==> src/rtl/phy_mgmt_pkg.sv <==
package phy_mgmt_pkg;

  localparam int FRAME_LEN    = 64;
  localparam int PREAMBLE_LEN = 32;
  localparam int TA_START     = 46;
  localparam int DATA_START   = 48;
  localparam int DATA_W       = 16;
  localparam int ADDR_W       = 5;

  typedef struct packed {
    logic              flag;
    logic [9:0]        zero;
    logic [ADDR_W-1:0] addr;
    logic [DATA_W-1:0] data;
  } mgmt_reg_t;

  function automatic logic [FRAME_LEN-1:0] make_frame(
    input logic              is_read,
    input logic [ADDR_W-1:0] phy,
    input logic [ADDR_W-1:0] regad,
    input logic [DATA_W-1:0] data
  );
    logic [1:0] op;
    logic [1:0] ta;
    logic [DATA_W-1:0] pay;
    op  = is_read ? 2'b10 : 2'b01;
    ta  = is_read ? 2'b11 : 2'b10;
    pay = is_read ? {DATA_W{1'b1}} : data;
    return {{PREAMBLE_LEN{1'b1}}, 2'b01, op, phy, regad, ta, pay};
  endfunction

endpackage

==> src/rtl/mdc_clock_gen.sv <==
module mdc_clock_gen #(
  parameter int HALF_DIV = 4
) (
  input  logic clk,
  input  logic rst_n,
  input  logic run,
  output logic mdc,
  output logic rise_stb,
  output logic fall_stb
);
  localparam int CW = (HALF_DIV > 1) ? $clog2(HALF_DIV) : 1;
  localparam logic [CW-1:0] LAST = CW'(HALF_DIV - 1);

  logic [CW-1:0] cnt_q, cnt_d;
  logic          mdc_q, mdc_d;
  logic          tick;

  assign tick = run && (cnt_q == LAST);

  always_comb begin
    cnt_d = cnt_q;
    mdc_d = mdc_q;
    if (!run) begin
      cnt_d = '0;
      mdc_d = 1'b0;
    end else if (tick) begin
      cnt_d = '0;
      mdc_d = ~mdc_q;
    end else begin
      cnt_d = cnt_q + 1'b1;
    end
  end

  always_ff @(posedge clk or negedge rst_n) begin
    if (!rst_n) begin
      cnt_q <= '0;
      mdc_q <= 1'b0;
    end else begin
      cnt_q <= cnt_d;
      mdc_q <= mdc_d;
    end
  end

  assign mdc      = mdc_q;
  assign rise_stb = tick & ~mdc_q;
  assign fall_stb = tick & mdc_q;
endmodule

==> src/rtl/mgmt_frame_engine.sv <==
module mgmt_frame_engine
  import phy_mgmt_pkg::*;
#(
  parameter logic [ADDR_W-1:0] PHY_ADDR = 5'd1
) (
  input  logic              clk,
  input  logic              rst_n,
  input  logic              start,
  input  logic              start_read,
  input  logic [ADDR_W-1:0] start_addr,
  input  logic [DATA_W-1:0] start_data,
  input  logic              rise_stb,
  input  logic              fall_stb,
  input  logic              mdio_i,
  output logic              busy,
  output logic              done,
  output logic [DATA_W-1:0] rd_data,
  output logic              mdio_o,
  output logic              mdio_oe
);
  localparam int BW = $clog2(FRAME_LEN);
  localparam logic [BW-1:0] LAST_BIT = BW'(FRAME_LEN - 1);
  localparam logic [BW-1:0] TA_BIT   = BW'(TA_START);
  localparam logic [BW-1:0] DAT_BIT  = BW'(DATA_START);

  logic                 busy_q, busy_d;
  logic                 rd_q, rd_d;
  logic [BW-1:0]        bit_q, bit_d;
  logic [FRAME_LEN-1:0] sh_q, sh_d;
  logic [DATA_W-1:0]    cap_q, cap_d;
  logic                 last_bit;

  assign last_bit = (bit_q == LAST_BIT);
  assign done     = busy_q && fall_stb && last_bit;

  always_comb begin
    busy_d = busy_q;
    rd_d   = rd_q;
    bit_d  = bit_q;
    sh_d   = sh_q;
    cap_d  = cap_q;
    if (!busy_q) begin
      if (start) begin
        busy_d = 1'b1;
        rd_d   = start_read;
        bit_d  = '0;
        sh_d   = make_frame(start_read, PHY_ADDR, start_addr, start_data);
      end
    end else begin
      if (rise_stb && rd_q && (bit_q >= DAT_BIT)) begin
        cap_d = {cap_q[DATA_W-2:0], mdio_i};
      end
      if (fall_stb) begin
        sh_d = {sh_q[FRAME_LEN-2:0], 1'b1};
        if (last_bit) begin
          busy_d = 1'b0;
        end else begin
          bit_d = bit_q + 1'b1;
        end
      end
    end
  end

  always_ff @(posedge clk or negedge rst_n) begin
    if (!rst_n) begin
      busy_q <= 1'b0;
      rd_q   <= 1'b0;
      bit_q  <= '0;
      sh_q   <= '1;
      cap_q  <= '0;
    end else begin
      busy_q <= busy_d;
      rd_q   <= rd_d;
      bit_q  <= bit_d;
      sh_q   <= sh_d;
      cap_q  <= cap_d;
    end
  end

  assign busy    = busy_q;
  assign rd_data = cap_q;
  assign mdio_o  = busy_q ? sh_q[FRAME_LEN-1] : 1'b1;
  assign mdio_oe = busy_q && !(rd_q && (bit_q >= TA_BIT));
endmodule

==> src/rtl/mgmt_host_reg.sv <==
module mgmt_host_reg
  import phy_mgmt_pkg::*;
(
  input  logic              clk,
  input  logic              rst_n,
  input  logic              wr_en,
  input  logic [31:0]       wr_data,
  input  logic              busy,
  input  logic              done,
  input  logic [DATA_W-1:0] rd_result,
  output logic              start,
  output logic              start_read,
  output logic [ADDR_W-1:0] start_addr,
  output logic [DATA_W-1:0] start_data,
  output logic [31:0]       rdata
);
  mgmt_reg_t wv;
  mgmt_reg_t reg_q, reg_d;
  logic      accept;
  logic      unused_rsvd;

  assign wv          = mgmt_reg_t'(wr_data);
  assign unused_rsvd = ^wv.zero;
  assign accept      = wr_en && !busy;

  always_comb begin
    reg_d = reg_q;
    if (accept) begin
      reg_d.flag = wv.flag;
      reg_d.addr = wv.addr;
      reg_d.data = wv.data;
    end else if (done) begin
      if (reg_q.flag) begin
        reg_d.flag = 1'b0;
      end else begin
        reg_d.flag = 1'b1;
        reg_d.data = rd_result;
      end
    end
    reg_d.zero = '0;
  end

  always_ff @(posedge clk or negedge rst_n) begin
    if (!rst_n) begin
      reg_q <= '0;
    end else begin
      reg_q <= reg_d;
    end
  end

  assign start      = accept;
  assign start_read = !wv.flag;
  assign start_addr = wv.addr;
  assign start_data = wv.data;
  assign rdata      = reg_q;
endmodule

==> src/rtl/phy_mgmt_bridge.sv <==
module phy_mgmt_bridge
  import phy_mgmt_pkg::*;
#(
  parameter int                MDC_HALF_DIV = 4,
  parameter logic [ADDR_W-1:0] PHY_ADDR     = 5'd1
) (
  input  logic        clk,
  input  logic        rst_n,
  input  logic        reg_wr,
  input  logic [31:0] reg_wdata,
  output logic [31:0] reg_rdata,
  output logic        mdc,
  output logic        mdio_o,
  output logic        mdio_oe,
  input  logic        mdio_i
);
  logic [1:0]        rst_sync;
  logic              rst_core_n;
  logic              eng_busy, eng_done;
  logic              rise_stb, fall_stb;
  logic              st, st_read;
  logic [ADDR_W-1:0] st_addr;
  logic [DATA_W-1:0] st_data, rd_result;

  always_ff @(posedge clk or negedge rst_n) begin
    if (!rst_n) begin
      rst_sync <= 2'b00;
    end else begin
      rst_sync <= {rst_sync[0], 1'b1};
    end
  end
  assign rst_core_n = rst_sync[1];

  mgmt_host_reg u_reg (
    .clk        (clk),
    .rst_n      (rst_core_n),
    .wr_en      (reg_wr),
    .wr_data    (reg_wdata),
    .busy       (eng_busy),
    .done       (eng_done),
    .rd_result  (rd_result),
    .start      (st),
    .start_read (st_read),
    .start_addr (st_addr),
    .start_data (st_data),
    .rdata      (reg_rdata)
  );

  mdc_clock_gen #(.HALF_DIV(MDC_HALF_DIV)) u_mdc (
    .clk      (clk),
    .rst_n    (rst_core_n),
    .run      (eng_busy),
    .mdc      (mdc),
    .rise_stb (rise_stb),
    .fall_stb (fall_stb)
  );

  mgmt_frame_engine #(.PHY_ADDR(PHY_ADDR)) u_eng (
    .clk        (clk),
    .rst_n      (rst_core_n),
    .start      (st),
    .start_read (st_read),
    .start_addr (st_addr),
    .start_data (st_data),
    .rise_stb   (rise_stb),
    .fall_stb   (fall_stb),
    .mdio_i     (mdio_i),
    .busy       (eng_busy),
    .done       (eng_done),
    .rd_data    (rd_result),
    .mdio_o     (mdio_o),
    .mdio_oe    (mdio_oe)
  );
endmodule

==> config.mk <==
export PLATFORM = sky130hd
export DESIGN_NAME = phy_mgmt_bridge
export DESIGN_NICKNAME = d
export VERILOG_FILES = /design/src/rtl/phy_mgmt_pkg.sv /design/src/rtl/mdc_clock_gen.sv /design/src/rtl/mgmt_frame_engine.sv /design/src/rtl/mgmt_host_reg.sv /design/src/rtl/phy_mgmt_bridge.sv
export SDC_FILE = /design/constraint.sdc
export NUM_CORES = 1
export LEC_CHECK = 0
export BUFFER_PORTS_ARGS = -buffer_cell sky130_fd_sc_hd__buf_2
export CAP_MARGIN = 20
export CORE_UTILIZATION = 62
export DETAILED_ROUTE_END_ITERATION = 6
export GPL_TIMING_DRIVEN = 0
export PLACE_DENSITY = 0.85
export SKIP_LAST_GASP = 1
export SYNTH_ARGS = -nofsm -noshare
export SYNTH_HDL_FRONTEND = slang
export SYNTH_HIERARCHICAL = 1
export SYNTH_SLANG_ARGS = --single-unit
==> constraint.sdc <==
create_clock -name clk -period 10.99 [get_ports clk]
set_clock_uncertainty 0.2 [all_clocks]
set_input_delay 3.297 -clock clk [delete_from_list [all_inputs] [get_ports clk]]
set_output_delay 3.297 -clock clk [all_outputs]
set_load 0.005 [all_outputs]
# == Yosys cells after proc, flatten, opt, wreduce, memory -nomap -nowiden ==
# Cells that the tools add are included.
# word_totals
wordCells,68
ff_bits,115
inputBits,36
# classes
eq_ne,6
bitwise_logic,4
n_mux,25
n_addsub,2
n_lt_le_gt_ge,2
reduce_logical,18
# op_table
op,count
$mux 64,3
$mux 16,4
$mux 6,4
$ge 6x6->1 const B,2
$mux 1,11
$logic_and 1x1->1,8
$reduce_and 2->1,4
$add 6x1->6 const B,1
$eq 6x6->1 const B,1
$mux 2,3
$ne 2x1->1 const B,2
$ne 2x2->1 const B,2
$reduce_bool 2->1,2
$logic_not 1->1,3
$reduce_and 3->1,1
$add 2x1->2 const B,1
$and 1x1->1,2
$eq 2x2->1 const B,1
$not 1->1,2

# == Depth between registers and ports, before layout ==
# logic_depth
depth_word,7
depth_mapped,11
depth_no_buf,7

# == Modules after synthesis ==
# Netlist, hierarchy kept.
# modules_own_cells
module,cells_each,n_inst,area_per_inst_um2
mgmt_frame_engine,382,1,3967.6
mgmt_host_reg,102,1,1396.3
mdc_clock_gen,11,1,135.1
phy_mgmt_bridge,3,1,53.8

# == Worst setup path after synthesis ==
# Ideal clock, no wire load.
# synth_path
path_kind,input to register
start,input reg_wr
end,register u_eng.rd_q
cell_stages,7
setup_slack_ns,6.276
setup_ns,0.125
arrival_ns,4.389
required_ns,10.665
path_cell_list,nand2b_4 -> buf_6 -> buf_6 -> inv_1 -> nor2b_1 -> buf_4 -> mux2_2
# synth_via
elab_chain_len,2
# synth_lines
element,line,text
"start, declared",phy_mgmt_bridge.sv:9,"input logic reg_wr,"
$logic_and 1x1->1,mgmt_host_reg.sv:24,assign accept = wr_en && !busy;
net st,phy_mgmt_bridge.sv:21,"logic st, st_read;"
$reduce_and 2->1 (no source line),-,
"end signal, assigned",mgmt_frame_engine.sv:73,rd_q <= rd_d;
"end, declared",mgmt_frame_engine.sv:27,"logic rd_q, rd_d;"
# The timed path passes the listed nets, and every way through them passes these cells.
# A chain may end at the register's enable or synchronous reset.

# == Worst setup path after layout ==
# layout_path
start,"register u_eng.busy_q, in the netlist u_eng/busy"
end,output mdio_oe
# layout_via
elab_chain_len,1
# layout_lines
element,line,text
"start, declared",mgmt_frame_engine.sv:26,"logic busy_q, busy_d;"
"start signal, assigned",mgmt_frame_engine.sv:72,busy_q <= busy_d;
$logic_and 1x1->1,mgmt_frame_engine.sv:83,assign mdio_oe = busy_q && !(rd_q && (bit_q >= TA_BIT));
"end, declared",phy_mgmt_bridge.sv:14,"output logic mdio_oe,"
# No other way between the ends.

==> results.json <==
{
  "status": "complete, no violations",
  "finalHoldViolations": 0,
  "synth_ff_type": "dfstp_2",
  "yosys_register_bits": 115,
  "final_common_cell": "nand2_1",
  "die_h_um": 96.6,
  "cts_tree": "built",
  "pin_count": 71,
  "p_int_mw": 1.09,
  "cts_made_buffers": 17,
  "grt_antenna_before_repair": 0,
  "grt_max_degree": 67,
  "clock_latency_ps": 510,
  "timing.final.crit_share": 0.488,
  "clockBufferDepth": 2,
  "coreArea_sq_um": 8680,
  "yosysTopAreaCellShare": 0.303,
  "post_drt_wl_per_cell_um": 16.8,
  "rows": 34,
  "pwr-share-seq": 0.484,
  "clk_pin_slew_ps": 60,
  "p_sw_frac": 0.288,
  "finalSetupViolations": 0,
  "syn_avg_cell_area_sq_um": 11.2,
  "post_cts_buffers": 0,
  "initial_utilization": 0.640,
  "die_x_um": 96.6,
  "first_pass_iters": 5,
  "slew_violations": 0,
  "grt_pass1_vias": 4040,
  "placed_cell_area_sq_um": 6000,
  "cpPeakStageDelay_ps": 450,
  "drv_cap": 0,
  "worst_slew_pin_slew_ps": 637,
  "vdd_drop_max_uv": 138,
  "synthTopCellsByArea": "dfstp_2 (30%), dfrtp_1 (23%), mux2_4 (9.2%)",
  "async_reset_ff_frac": 1.00,
  "drive_gt1_frac": 0.464,
  "gp_congestion": 0.841,
  "synth_cells": 498,
  "clockRootBuffer": "clkbuf_8",
  "totalWireLength_um": 11700,
  "synth.distinct_cells": 48,
  "cp_cell_sequence": "buf_6 > buf_2 > inv_1 > a31oi_1 > buf_2",
  "path_class": "register to output port",
  "period_needed_ps": 5370,
  "vias": 3946,
  "cts_resized": 0,
  "synth_top_area_cell": "dfstp_2",
  "slew_headroom": 0.575,
  "overflow": 0,
  "final_area_sq_um": 6540,
  "crit_path_max_fanout": 10,
  "cts.sinks": 115,
  "slowest_stage": "dfrtp_1",
  "dp_hpwl_um": 7580,
  "power.switching_mw": 0.442,
  "synth_edf_count": 0,
  "drt_iter0_drc": 246,
  "rsz0062_at_grt": "false",
  "post-route-drc-count": 0,
  "io_buffer_count": 50,
  "crit_top_cell": "buf_2",
  "groute.usage.overall": 0.265,
  "die_area_sq_um": 9340,
  "cp.required_ps": 7490,
  "worst_ep_arrival_time_ps": 1870,
  "synthToLayoutAreaGrowth_pct": 17.7,
  "ys_seq_area_frac": 0.533,
  "hold_class": "register to register",
  "critPathTopFamily": "buffers and inverters",
  "setup_tns_ps": 0,
  "antenna_cells": 0,
  "power.share.clock": 0.320,
  "p_per_area_nw_per_um2": 235,
  "htree_levels": 4,
  "startpoint_type": "register",
  "antenna_left": 0,
  "fmax_mhz": 186,
  "power_frac_comb": 0.196,
  "synth_area_sq_um": 5550,
  "fin_nets": 615,
  "path_buf_inv": 4,
  "p_leak_nw": 3.23,
  "end_kind": "output port",
  "routed_via_density": 5.65,
  "fillers": 541,
  "layout_common_cells": "nand2_1 (100), buf_2 (67), dfstp_2 (64)",
  "postCtsHoldBufs": 0,
  "yosys_warnings": 6,
  "grt_first_pass_wirelength_um": 19400
}
-- cells by family after synthesis --
kind of cell | Yosys count | synth area share
compound gates | 67 | 0.0766
mux | 60 | 0.146
other cells | 2 | 0.00135
buf+inv | 71 | 0.0906
fa+ha+maj | 2 | 0.00451
flops | 115 | 0.533
xor+xnor | 1 | 0.00158
simple gates | 180 | 0.147
-- sequential cells by signal, summed over array words and instances, names as in the netlist --
register	cells
u_mdc/cnt_q	2
u_eng/rd_q	1
u_eng/busy	1
u_reg/rdata	22
rst_sync	2
u_mdc/mdc	1
u_eng/bit_q	6
u_eng/rd_data	16
u_eng/sh_q	64
-- power by group through the flow --
| stage | clock, mW | combinational, mW | sequential [mW] |
|---|---|---|---|
| global route | 0.515 | 0.341 | 0.759 |
| detailed placement | 0 | 0.296 | 0.742 |
| CTS | 0.496 | 0.302 | 0.740 |
| finish | 0.491 | 0.301 | 0.742 |
| global placement | 0 | 0.272 | 0.735 |
| floorplan | 0 | 0.221 | 0.720 |
-- routing by layer --
layer | GRT usage | up-vias | wire [um]
met3 | 0.0441 | 28 | 603
met1 | 0.323 | 1959 | 4740
li1 | - | 1807 | -
met4 | 0.134 | 0 | 238
met5 | 0 | - | 0
met2 | 0.454 | 152 | 6140
-- layout make-up --
type,instances,area [sq um],share of cell area
buffer,64,477,0.0729
clock buffer,19,422,0.0645
clock inverter,13,113,0.0172
inverter,7,26.3,0.00402
multi-input combinational,321,2130,0.325
sequential,115,2960,0.453
tap,108,135,0.0207
timing repair buffer,51,278,0.0425
-- cell usage after synthesis (all sizes together), types with 5 or more instances --
master,count
nor2,19
mux2,54
buf,62
o21ai,23
a22o,5
inv,7
a31oi,5
nand2,101
dfrtp,51
mux2i,6
dfstp,64
nand3,37
nor2b,5
a21oi,20
-- per-stage QoR --
stage / utilization / power [mW] / hold slack, ps / worst slack (ps) / std cells
2_1_floorplan: - / 0.941 / 131 / 6280 / 507
3_3_place_gp: 0.688 / 1.01 / 137 / 6000 / 665
3_5_place_dp: 0.692 / 1.04 / 140 / 5910 / 666
4_1_cts: 0.753 / 1.54 / 156 / 5610 / 698
5_1_grt: 0.753 / 1.61 / 159 / 5480 / 698
6_report: 0.753 / 1.53 / 152 / 5620 / 698
-- final timing paths --
kind                                          start                       endpoint  slack (ps)  cells past startpoint
min in group asynchronous     rst_sync[1]$_DFF_PN0_  u_eng/rd_data[12]$_DFFE_PN0P_         160                      0
hold reg to reg               rst_sync[0]$_DFF_PN0_          rst_sync[1]$_DFF_PN0_         150                      0
max in group asynchronous                     rst_n          rst_sync[1]$_DFF_PN0_        8120                      1
setup / recovery               u_eng/busy$_DFF_PN0_                        mdio_oe        5620                      5
hold / removal                rst_sync[0]$_DFF_PN0_          rst_sync[1]$_DFF_PN0_         150                      0
setup reg to reg           u_mdc/cnt_q[0]$_DFF_PN0_    u_reg/rdata[15]$_DFFE_PN0P_        7650                     11
No activity file was read; power rests on OpenSTA's default activity.
